`src/rtl/hdr_rx_check.sv`:
```
module hdr_rx_check #(
  parameter int TW = 10,
  parameter logic [15:0] LONG_SFD = 16'h05CF,
  parameter logic [15:0] SHORT_SFD = 16'hF3A0,
  parameter logic [15:0] CRC_POLY = 16'h1021
) (
  input  logic          clk,
  input  logic          rst_n,
  input  logic          start,
  input  logic          bit_vld,
  input  logic          bit_in,
  input  logic [TW-1:0] tmo_long,
  input  logic [TW-1:0] tmo_short,
  input  logic          err_clr,
  output logic          hdr_ready,
  output logic          fmt_short,
  output logic          sfd_tmo,
  output logic          crc_err,
  output logic [7:0]    sig_field,
  output logic [7:0]    svc_field,
  output logic [15:0]   len_field,
  output logic [1:0]    rate,
  output logic          len_ext,
  output logic          osc_locked
);
  localparam int FLD_BITS = 32;
  localparam int HDR_BITS = FLD_BITS + 16;
  localparam int HW = $clog2(HDR_BITS);

  typedef enum logic [1:0] {IDLE, SRCH, HDR} st_t;
  st_t st;

  logic [TW-1:0] scnt;
  logic [15:0]   win, crc, rcrc;
  logic [FLD_BITS-1:0] fld;
  logic [HW-1:0] hcnt;
  logic          sel_long;

  wire [TW-1:0] scnt_nx = scnt + 1'b1;
  wire [15:0]   win_nx  = {win[14:0], bit_in};
  wire          full    = scnt_nx >= TW'(16);
  wire          hit_l   = full && (win_nx == LONG_SFD);
  wire          hit_s   = full && (win_nx == SHORT_SFD);
  wire          use_l   = (scnt == '0) ? bit_in : sel_long;
  wire [TW-1:0] limit   = use_l ? tmo_long : tmo_short;
  wire          fb      = bit_in ^ crc[15];
  wire [15:0]   crc_nx  = {crc[14:0], 1'b0} ^ (fb ? CRC_POLY : 16'h0000);
  wire [15:0]   rcrc_nx = {rcrc[14:0], bit_in};
  wire          crc_ok  = rcrc_nx == ~crc;

  function automatic logic [1:0] rate_of(input logic [7:0] code);
    case (code)
      8'h14:   return 2'd1;
      8'h37:   return 2'd2;
      8'h6E:   return 2'd3;
      default: return 2'd0;
    endcase
  endfunction

  always_ff @(posedge clk or negedge rst_n) begin
    if (!rst_n) begin
      st <= IDLE;
      scnt <= '0;
      win <= '0;
      crc <= '1;
      rcrc <= '0;
      fld <= '0;
      hcnt <= '0;
      sel_long <= 1'b0;
      hdr_ready <= 1'b0;
      fmt_short <= 1'b0;
      sfd_tmo <= 1'b0;
      crc_err <= 1'b0;
      sig_field <= '0;
      svc_field <= '0;
      len_field <= '0;
      rate <= '0;
      len_ext <= 1'b0;
      osc_locked <= 1'b0;
    end else begin
      sfd_tmo <= 1'b0;
      if (err_clr) crc_err <= 1'b0;
      if (start) begin
        st <= SRCH;
        scnt <= '0;
        hdr_ready <= 1'b0;
      end else if (bit_vld) begin
        case (st)
          SRCH: begin
            scnt <= scnt_nx;
            win <= win_nx;
            if (scnt == '0) sel_long <= bit_in;
            if (hit_l || hit_s) begin
              st <= HDR;
              fmt_short <= hit_s;
              hcnt <= '0;
              crc <= '1;
            end else if (scnt_nx == limit) begin
              st <= IDLE;
              sfd_tmo <= 1'b1;
            end
          end
          HDR: begin
            hcnt <= hcnt + 1'b1;
            if (hcnt < HW'(FLD_BITS)) begin
              fld <= {bit_in, fld[FLD_BITS-1:1]};
              crc <= crc_nx;
            end else begin
              rcrc <= rcrc_nx;
            end
            if (hcnt == HW'(HDR_BITS - 1)) begin
              st <= IDLE;
              if (crc_ok) begin
                hdr_ready <= 1'b1;
                sig_field <= fld[7:0];
                svc_field <= fld[15:8];
                len_field <= fld[31:16];
                rate <= rate_of(fld[7:0]);
                len_ext <= fld[15];
                osc_locked <= fld[10];
              end else begin
                hdr_ready <= 1'b0;
                crc_err <= 1'b1;
              end
            end
          end
          default: ;
        endcase
      end
    end
  end

  a_r7_ready_from_hdr: assert property (@(posedge clk) disable iff (!rst_n)
    $rose(hdr_ready) |-> $past(st) == HDR);
  a_r5_tmo_no_err: assert property (@(posedge clk) disable iff (!rst_n)
    sfd_tmo |-> !$rose(crc_err) && !hdr_ready);
  a_r9_err_sticky: assert property (@(posedge clk) disable iff (!rst_n)
    crc_err && !err_clr |=> crc_err);
  a_r2_idle_hold: assert property (@(posedge clk) disable iff (!rst_n)
    st == IDLE && !start |=> st == IDLE);
  a_r4_tmo_one_cycle: assert property (@(posedge clk) disable iff (!rst_n)
    sfd_tmo |=> !sfd_tmo);
  a_r8_err_not_ready: assert property (@(posedge clk) disable iff (!rst_n)
    $rose(crc_err) |-> !hdr_ready);
  a_r13_start_clears: assert property (@(posedge clk) disable iff (!rst_n)
    start |=> !hdr_ready);
endmodule

```
`config.mk`:
```
export PLATFORM = sky130hd
export DESIGN_NAME = hdr_rx_check
export DESIGN_NICKNAME = d
export VERILOG_FILES = /design/src/rtl/hdr_rx_check.sv
export SDC_FILE = /design/constraint.sdc
export NUM_CORES = 1
export LEC_CHECK = 0
export BUFFER_PORTS_ARGS = -buffer_cell sky130_fd_sc_hd__buf_2
export CORE_ASPECT_RATIO = 0.8
export CORE_MARGIN = 2
export CORE_UTILIZATION = 60
export DETAILED_ROUTE_END_ITERATION = 10
export HOLD_SLACK_MARGIN = 0.1
export PLACE_DENSITY = 0.84
export SLEW_MARGIN = 40
export SYNTH_ARGS = -nofsm -noshare
export SYNTH_HDL_FRONTEND = slang
export SYNTH_SLANG_ARGS = --single-unit
```
`constraint.sdc`:
```
create_clock -name clk -period 7.7 [get_ports clk]
set_clock_uncertainty 0.2 [all_clocks]
set_input_delay 0.385 -clock clk [delete_from_list [all_inputs] [get_ports clk]]
set_output_delay 0.385 -clock clk [all_outputs]
set_load 0.01 [all_outputs]
```
### Word-level counts from Yosys, hierarchy flattened

Index checks and enable logic that the tools add are counted.

| cells by class | value |
|---|---|
| add/sub/neg operators | 2 |
| multipliers | 0 |
| div/mod/pow operators | 0 |
| magnitude comparators | 2 |
| eq/ne operators | 14 |
| shifts and indexed selects | 0 |
| multiplexer cells | 34 |
| bitwise logic cells | 5 |
| reduce and logical (&&, ||, !) cells | 20 |

Operators by type and width:

| operator | number |
|---|---|
| 2-to-1 mux 10 bit | 4 |
| 2-to-1 mux 16 bit | 2 |
| one-hot mux 16 bit (2 select lines) | 1 |
| AND reduction 4 bit | 5 |
| 2-to-1 mux 1 bit | 17 |
| equality test 16 x 11 -> 1 bit (second input constant) | 1 |
| equality test 16 bit | 1 |
| equality test 16 bit (second input constant) | 1 |
| NOT 16 bit | 1 |
| bitwise XOR 16 x 13 -> 16 bit | 1 |
| 2-to-1 mux 13 bit | 1 |
| one-hot mux 6 bit (2 select lines) | 1 |
| adder 10 x 1 -> 10 bit (second input constant) | 1 |
| equality test 10 bit | 1 |
| greater-or-equal comparator 10 x 5 -> 1 bit (second input constant) | 1 |
| logical NOT 10 bit | 1 |
| 2-to-1 mux 2 bit | 5 |
| AND reduction 5 bit | 2 |
| nonzero test 2 bit | 5 |
| equality test 8 x 5 -> 1 bit (second input constant) | 1 |
| equality test 8 x 6 -> 1 bit (second input constant) | 1 |
| equality test 8 x 7 -> 1 bit (second input constant) | 1 |
| adder 6 x 1 -> 6 bit (second input constant) | 1 |
| equality test 6 bit (second input constant) | 1 |
| 16 further kinds | 20 |

| storage, ports and cells | value |
|---|---|
| register bits after elaboration | 137 |
| latch bits | 0 |
| RAM bits | 0 |
| bits in read-only memories | 0 |
| bits of input ports | 26 |
| output and inout port bits | 40 |
| logic and storage cells | 95 |
| memories kept | 0 |

### Longest topological paths before layout

Gate-level depths: netlist (run 1).

| depth | value |
|---|---|
| word-level depth | 9 |
| mapped depth | 10 |
| gate-level depth less buffers | 9 |

### Worst setup path after synthesis (run 1)

OpenSTA, ideal clock, no wires.

| timing path | value |
|---|---|
| path type | flip-flop to flip-flop |
| start point | reg scnt[0] |
| end point | reg sfd_tmo |
| setup time | 0.067 ns |
| arrival | 2.591 ns |
| required time | 7.433 ns |
| path slack | 4.841 ns |
| stages on the path, launching flop included | 10 |
| buffers on the path | 0 |
| period minus slack after synthesis | 2.859 ns |
| path through | dfrtp_1 inv_1 ha_1 or4b_4 o41ai_4 a21boi_1 or3_1 a21o_1 a2111oi_2 and3_1 |

| on the way | value |
|---|---|
| cells in the longest elaborated chain, start to end | 9 |

RTL lines:

| item | RTL line | source |
|---|---|---|
| start, declared | 33 | `logic [TW-1:0] scnt;` |
| start signal, assigned | 90 | `scnt <= scnt_nx;` |
| branches (longest 5 deep; another with adder 10 x 1 -> 10 bit) | n/a |  |
| 2-to-1 mux 1 bit * | 93 | `if (hit_l \|\| hit_s) begin` |
| 2-to-1 mux 1 bit * | 88 | `case (st)` |
| 2-to-1 mux 1 bit * | 87 | `end else if (bit_vld) begin` |
| 2-to-1 mux 1 bit * | 83 | `if (start) begin` |
| end signal, assigned | 72 | `sfd_tmo <= 1'b0;` |
| end signal, assigned | 81 | `sfd_tmo <= 1'b0;` |
| end signal, assigned | 100 | `sfd_tmo <= 1'b1;` |
| end, declared | 17 | `output logic sfd_tmo,` |

Mark *: on every way between the ends.
A chain may end at the register's enable or synchronous reset.

### Worst setup path after layout (run 1)

Ends and elaborated chain as after synthesis.

==> results of run 1 <==
sequential cells by signal, summed over array words and instances (netlist names):
signal / flops
fld: 32
hdr_ready: 1
st: 2
scnt: 10
rate: 2
fmt_short: 1
len_field: 16
crc_err: 1
sel_long: 1
sfd_tmo: 1
win: 15
rcrc: 15
hcnt: 6
sig_field: 8
svc_field: 8
crc: 16
cell usage in the layout (no fill, tap or decap), types with 4 or more instances in the layout:
| cell type | count |
|---|---|
| dfrtp_1 | 119 |
| mux2_2 | 81 |
| nand2_1 | 78 |
| buf_2 | 64 |
| nor2_1 | 41 |
| xor2_1 | 27 |
| inv_1 | 19 |
| clkbuf_16 | 17 |
| a31oi_1 | 16 |
| dfstp_2 | 16 |
| nand4_1 | 15 |
| o21ai_0 | 15 |
| nand2b_1 | 14 |
| a21oi_1 | 12 |
| xnor2_1 | 9 |
| or3_1 | 8 |
| nand3_1 | 7 |
| nor3_1 | 5 |
| clkinvlp_4 | 5 |
| a32oi_1 | 4 |
| mux2i_1 | 4 |
| and2_1 | 4 |
| clkinv_4 | 4 |
synthesized netlist by cell type, types with 3 or more instances:
master,number,area [sq um]
nand2b_1,14,87.6
and2_1,4,25.0
or3_1,8,50.1
clkbuf_1,23,86.3
o21ai_0,15,75.1
and3_1,3,18.8
a2111oi_0,3,26.3
xor2_1,27,236
xnor2_1,9,78.8
a31oi_1,16,100
mux2_2,81,912
inv_1,19,71.3
a21oi_1,12,60.1
nand3_1,7,35.0
nor4_1,3,18.8
buf_6,3,33.8
nand2_1,78,293
a21o_1,3,22.5
mux2i_1,4,40.0
dfrtp_1,119,2980
nor3_1,5,25.0
a32oi_1,4,35.0
nor2b_1,5,31.3
nor2_1,41,154
ha_1,3,37.5
nand4_1,15,93.8
dfstp_2,16,420
nand4b_1,3,26.3
layout make-up:
type | count | area share
Clock inverter | 15 | 0.0208
Timing Repair Buffer | 71 | 0.0515
Multi-Input combinational cell | 405 | 0.386
Clock buffer | 17 | 0.0565
Sequential cell | 135 | 0.451
Inverter | 19 | 0.00947
Tap cell | 144 | 0.0239
through the flow:
| step | hold WS, ns | worst slack (ns) | cell area (sq um) | std cells |
|---|---|---|---|---|
| after floorplan | -0.111 | 4.84 | 6530 | 591 |
| after global routing | 0.125 | 4.23 | 7530 | 806 |
| final | 0.130 | 4.42 | 7530 | 806 |
| after CTS | 0.119 | 4.47 | 7520 | 806 |
| after detailed placement | 0.279 | 4.49 | 6910 | 771 |
| after global placement | 0.268 | 4.48 | 6910 | 771 |
worst reg2reg max path, cell delays in order, from the launching register on:
cell,delay [ns]
dfrtp_1,0.45
inv_1,0.09
ha_1,0.21
nor3b_2,0.45
nand4_1,0.31
and3_2,0.32
or3_1,0.36
a21o_1,0.18
a2111oi_2,0.41
and3_1,0.23
per-layer routing:
layer | routed length, microns | vias up | share of wire
met5 | 0 | - | 0
met4 | 195 | 0 | 0.015
met3 | 610 | 23 | 0.046
met2 | 6160 | 118 | 0.47
met1 | 6240 | 2299 | 0.47
li1 | - | 2200 | -
where the power goes:
part,internal [W],switching (W),leakage (nW)
sequential,0.000728,0.0000215,1.81
clock,0.000476,0.000305,0.271
combinational,0.0000455,0.0000623,1.65
total,0.00125,0.000389,3.73
final timing paths:
| path | start | end | slack, ns | cells after the start |
|---|---|---|---|---|
| worst max-delay path | scnt[0] | sfd_tmo | 4.42 | 9 |
| worst min-delay path | start | hdr_ready | 0.13 | 2 |
| worst max register to register | scnt[0] | sfd_tmo | 4.42 | 9 |
| worst min register to register | crc[1] | crc[2] | 0.29 | 2 |
| max in group asynchronous | rst_n | fld[28] | 5.94 | 3 |
| min in group asynchronous | rst_n | sel_long | 0.31 | 2 |
logic make-up (layout without fill, tap and decap cells):
family | count (synthesis) | in the layout | synth area share
compound gates | 74 | 74 | 0.0830
simple gates | 207 | 207 | 0.162
buf+inv | 51 | 122 | 0.0343
xor+xnor | 36 | 36 | 0.0483
fa+ha+maj | 3 | 3 | 0.00575
mux | 85 | 85 | 0.146
flops | 135 | 135 | 0.521
==> metrics.md, run 1 <==
| Metric | Value |
|---|---|
| Final min period | `3.28 ns` |
| DRT Pass-1 Iters | `5` |
| Filler instances | `737` |
| Multi-input gate area | `2910 sq um` |
| Crit path max-delay cell type | `dfrtp_1` |
| Primary FF master, synth | `dfrtp_1` |
| Worst EP arrival | `~3.4 ns` |
| Reg clk slew, reported paths | `0.06 ns` |
| Die Span X | `121 microns` |
| Die area | `11,700 sq um` |
| ANT cells | `0` |
| Worst-Skew Late Latency | `roughly 0.41 ns` |
| H-tree levels | `4` |
| Final number of hold-violating endpoints | `0` |
| Max Root-Sink Buffers | `2` |
| Critical-path cell list | `inv_1, ha_1, nor3b_2, nand4_1, and3_2, or3_1, a21o_1, a2111oi_2, and3_1` |
| Clock sinks | `approximately 140` |
| Ys async rst share | `1.00` |
| FP Rows | `34` |
| Effective utilization at floorplan | `0.609` |
| Post-layout net count | `678` |
| Status | `complete, no violations` |
| GR Layer Usage met1 | `0.352` |
| Congestion Overflow GR | `0` |
| Vias/cell | `between 5 and 6` |
| Top cell family by delay on the critical path | `simple AND/OR/NAND/NOR gates` |
| Port Buffers | `between 60 and 70` |
| Netlist Area Pre-Place | `6530 sq um` |
| Worst-Margin Slew | `approximately 0.77 ns` |
| Total power | `0.00164 W` |
| Max Freq | `305 MHz` |
| Peak VDD IR | `0.000164 V` |
| Crit end category | `flop` |
| Syn Area/Cell | `11.0 sq um` |
| Most Crowded Layer GR | `met2` |
| Hold_buf cts | `3` |
| Core area | `10,700 sq um` |
| Met2 Use GR | `0.352` |
| Resize count post-CTS | `0` |
| Seq/Total Area, Yosys | `0.521` |
| Worst Path Required | `7.84 ns` |
| All-Layer GR Usage | `0.240` |
| CTS Buf Count | `17` |
| Largest net degree at the start of global routing | `77` |
| CP Buf/Inv Count | `1` |
| Share of layout cells above drive strength 1 | `0.322` |
| Area grow syn2layout | `15.4%` |
| Synth Register Bits | `135` |
| DRC violations left | `0` |
| Initial antenna violation count | `0` |
| Synth Warn # | `0` |
| RSZ-0062 raised after global routing | `false` |
| Post-CTS Setup Inserts | `0` |
| Post-DRT Antenna Nets | `0` |
| Post-Syn Nets | `620` |
| First-pass GRT wire length | `~22,000 microns` |
| Fin crit share | `0.426` |
| Worst Hold Class | `input pin to flop` |
| GP Congestion | `0.840` |
| Max cap viols | `0` |
| Via count | `4,640` |
| Die height | `97.3 microns` |
| Vias in the first global route | `4,562` |
| Final core utilization | `0.702` |
| Rel. slew slack | `0.486` |
| Pwr/cell area | `approximately 220 nW/um^2` |
| CTS tree | `done` |
| Setup TNS | `0 ns` |
| Wire per inst | `16.4 microns` |
| Root Driver | `clkbuf_16` |
| Setup violations, final | `0` |
| Max incr delay on CP | `0.45 ns` |
| GR Layer Usage met3 | `0.0593` |
| Crit Path Class | `flop to flop` |
| Post-synth EDFFs | `0` |
| Lkg Pwr | `3.73 nW` |
| WL final | `roughly 13,000 microns` |
| Synth Instances | `about 590` |
| CP startpoint kind | `flop` |
| DP HPWL | `8790 microns` |
| Io pins | `66` |
| Max-slew violations | `0` |
| Crit-path max FO | `7` |
| Netlist cell types | `67` |
| FF+latch area | `3400 sq um` |
| Number of DRC markers in iteration 0 | `approximately 350` |
Power figures use the tool's default switching activity.
==> run 2: changes to the inputs <==
--- a/config.mk
+++ b/config.mk
@@ -8,10 +8,10 @@
 export BUFFER_PORTS_ARGS = -buffer_cell sky130_fd_sc_hd__buf_2
 export CORE_ASPECT_RATIO = 0.8
 export CORE_MARGIN = 2
-export CORE_UTILIZATION = 60
+export CORE_UTILIZATION = 59
 export DETAILED_ROUTE_END_ITERATION = 10
 export HOLD_SLACK_MARGIN = 0.1
-export PLACE_DENSITY = 0.84
+export PLACE_DENSITY = 0.83
 export SLEW_MARGIN = 40
 export SYNTH_ARGS = -nofsm -noshare
 export SYNTH_HDL_FRONTEND = slang
==> constraint.sdc (replaced) <==
create_clock -name clk -period 3.1 [get_ports clk]
set_clock_uncertainty 0.2 [all_clocks]
set_input_delay 0.155 -clock clk [delete_from_list [all_inputs] [get_ports clk]]
set_output_delay 0.155 -clock clk [all_outputs]
set_load 0.01 [all_outputs]
==> run 2 against run 1 <==
Net effect: clock power increased to 2.5 times the previous value; sequential cell count unchanged; wire length increased by 13%; largest power group unchanged; utilization increased by 1.7 points.
==> metrics.md, run 2 (synthesis gave the netlist of run 1 again) <==
| Metric | Value |
|---|---|
| RSZ-0062 raised after global routing | `false (unchanged)` |
| Fin crit share | `0.950 (was 0.426)` |
| Top cell family by delay on the critical path | `compound AO/OA/AOI/OAI gates (was simple AND/OR/NAND/NOR gates)` |
| Largest registers | `fld (32), crc (16), len_field (16) (unchanged)` |
| FP Rows | `34 (unchanged)` |
| Die area | `11,900 sq um (was 11,700 sq um)` |
| H-tree levels | `4 (unchanged)` |
| Lkg Pwr | `3.87 nW (was 3.73 nW)` |
| Reg clk slew, reported paths | `0.06 ns (about the same)` |
| Die Span X | `122 microns (was 121 microns)` |
| Post-CTS Setup Inserts | `0 (unchanged)` |
| Share of layout cells above drive strength 1 | `0.335 (was 0.322)` |
| Crit end category | `flop (unchanged)` |
| Wire per inst | `18.0 microns (was 16.4 microns)` |
| Clock power share | `0.479 (was 0.477)` |
| Flop2flop setup slack | `0.15 ns (was 4.42 ns)` |
| Max reg flops | `32 (unchanged)` |
| Via count | `4,917 (was 4,640)` |
| Net switching power | `0.00108 W (was 0.000389 W)` |
| Max incr delay on CP | `0.70 ns (was 0.45 ns)` |
| Worst Setup SP | `scnt[7] (was scnt[0])` |
| Crit Reg-Reg Startpoint | `scnt[7] (was scnt[0])` |
| Sequential power share | `0.448 (was 0.457)` |
| Vias/cell | `5.90 (was 5.76)` |
| Worst EP arrival | `3.10 ns (was 3.42 ns)` |
| All-Layer GR Usage | `0.273 (was 0.240)` |
| Worst-Margin Slew | `0.717 ns (was 0.771 ns)` |
| Port Buffers | `65 (unchanged)` |
| Critical-path cell list | `or4_1, a2111oi_4, a2bb2oi_1, nor3_1, a21o_1, a2111oi_2, and3_1 (was inv_1, ha_1, nor3b_2, nand4_1, and3_2, or3_1, a21o_1, a2111oi_2, and3_1)` |
| Post-layout net count | `705 (was 678)` |
| Peak VDD IR | `0.000428 V (was 0.000164 V)` |
| Root Driver | `clkbuf_16 (unchanged)` |
| Clock sinks | `135 (unchanged)` |
| Effective utilization at floorplan | `0.604 (was 0.609)` |
| CP startpoint kind | `flop (unchanged)` |
| Die height | `98.1 microns (was 97.3 microns)` |
| WL final | `15,000 microns (was 13,200 microns)` |
| Power share of the combinational group | `0.073 (was 0.066)` |
| Congestion Overflow GR | `0 (unchanged)` |
| Final number of hold-violating endpoints | `0 (unchanged)` |
| Max Root-Sink Buffers | `2 (unchanged)` |
| Final min period | `2.95 ns (was 3.28 ns)` |
| Setup TNS | `0 ns (unchanged)` |
| Setup violations, final | `0 (unchanged)` |
| Core area | `10,800 sq um (was 10,700 sq um)` |
| First-pass GRT wire length | `25,200 microns (was 22,300 microns)` |
| Filler instances | `733 (was 737)` |
| Worst-Skew Late Latency | `0.42 ns (was 0.41 ns)` |
| Largest net degree at the start of global routing | `58 (was 77)` |
| HP Start | `tmo_short[9] (was start)` |
| Max cap viols | `0 (unchanged)` |
| Cells after DPL | `788 (was 771)` |
| Vias in the first global route | `4,991 (was 4,562)` |
| Commonest non-fill, non-tap cell in the layout | `dfrtp_1 (unchanged)` |
| DRC violations left | `0 (unchanged)` |
| Max Freq | `340 MHz (was 305 MHz)` |
| Io pins | `66 (unchanged)` |
| Worst Path Required | `3.26 ns (was 7.84 ns)` |
| Worst Hold Class | `input pin to flop (unchanged)` |
| Final Non-Filler Cells | `833 (was 806)` |
| DRT Pass-1 Iters | `6 (was 5)` |
| Pwr/cell area | `534 nW/um^2 (was 218 nW/um^2)` |
| CTS tree | `done (unchanged)` |
| CTS Buf Count | `17 (unchanged)` |
| Area grow syn2layout | `19.1% (was 15.4%)` |
| Post-DRT Antenna Nets | `0 (unchanged)` |
| Crit path max-delay cell type | `or4_1 (was dfrtp_1)` |
| Initial antenna violation count | `0 (unchanged)` |
| Number of DRC markers in iteration 0 | `537 (was 349)` |
| Crit-path max FO | `6 (was 7)` |
| GP Congestion | `0.903 (was 0.840)` |
| Net Sw Frac | `0.259 (was 0.237)` |
| ANT cells | `0 (unchanged)` |
| Int Power | `0.00308 W (was 0.00125 W)` |
| Rel. slew slack | `0.521 (was 0.486)` |
| Largest Register | `fld (unchanged)` |
| Crit Path Class | `flop to flop (unchanged)` |
| Most frequent cells in the layout | `dfrtp_1 (119), mux2_2 (81), nand2_1 (78), buf_2 (64), nor2_1 (41) (unchanged)` |
| Status | `complete, no violations (unchanged)` |
| DP HPWL | `9770 microns (was 8790 microns)` |
| CP Buf/Inv Count | `0 (was 1)` |
| Max-slew violations | `0 (unchanged)` |
-- run 2: cell count changes in the layout (fill, tap and decap cells not counted), sizes merged --
cell,before,now
inv,20,28
bufinv,2,1
dlygate4sd3,3,12
clkinvlp,5,4
buf,68,86
clkinv,7,1
-- run 2: stage by stage --
step | total power [W] | hold slack (ns) | util | area, sq um | setup WS [ns]
floorplan | 0.00205 | -0.341 | - | 6530 | 0.241
global placement | 0.00216 | 0.0679 | 0.652 | 7050 | 0.241
detailed placement | 0.00217 | 0.0706 | 0.652 | 7050 | 0.164
CTS | 0.00417 | 0.168 | 0.716 | 7740 | 0.138
global route | 0.00430 | 0.303 | 0.719 | 7770 | 0.0147
finish | 0.00415 | 0.220 | 0.719 | 7770 | 0.155
-- run 2: worst min-delay path: stages --
cell       delay, ns
buf_2           0.07
and3_2          0.16
o21ai_0         0.11
nand4_1         0.11
a2111oi_2       0.07
a21oi_1         0.12
-- run 2: area by class of cell --
cell class	instances	area, sq um	share of cell area
Timing Repair Buffer	98	631	0.0811
Sequential cell	135	3400	0.437
Clock inverter	15	158	0.0203
Inverter	19	71.3	0.00918
Clock buffer	17	425	0.0547
Tap cell	144	180	0.0232
Multi-Input combinational cell	405	2910	0.374
-- run 2: routing by layer --
metal	track usage	up-vias	share of wire
met5	0	-	0
met4	0.0955	0	0.019
met3	0.0567	31	0.063
li1	-	2249	-
met2	0.425	182	0.48
met1	0.384	2455	0.44
-- run 2: what timing repair did --
item,in CTS,in global routing
resized for setup,0,1
endpoints found under the setup margin,0,3
hold buffers,11,1
hold endpoints to repair,66,23
-- run 2: final timing paths --
path | end | depth (start not counted)
max in group asynchronous | rcrc[2] | 5
min | st[0] | 6
min reg2reg | rate[1] | 1
max | sfd_tmo | 7
max reg2reg | sfd_tmo | 7
min in group asynchronous | rcrc[12] | 3
-- run 2: power groups by stage --
stage	sequential [W]	combinational [W]	clock, W
after floorplan	0.00187	0.000182	0
after global placement	0.00188	0.000273	0
after detailed placement	0.00189	0.000283	0
after CTS	0.00186	0.000298	0.00201
after global routing	0.00187	0.000335	0.00210
final	0.00186	0.000303	0.00199
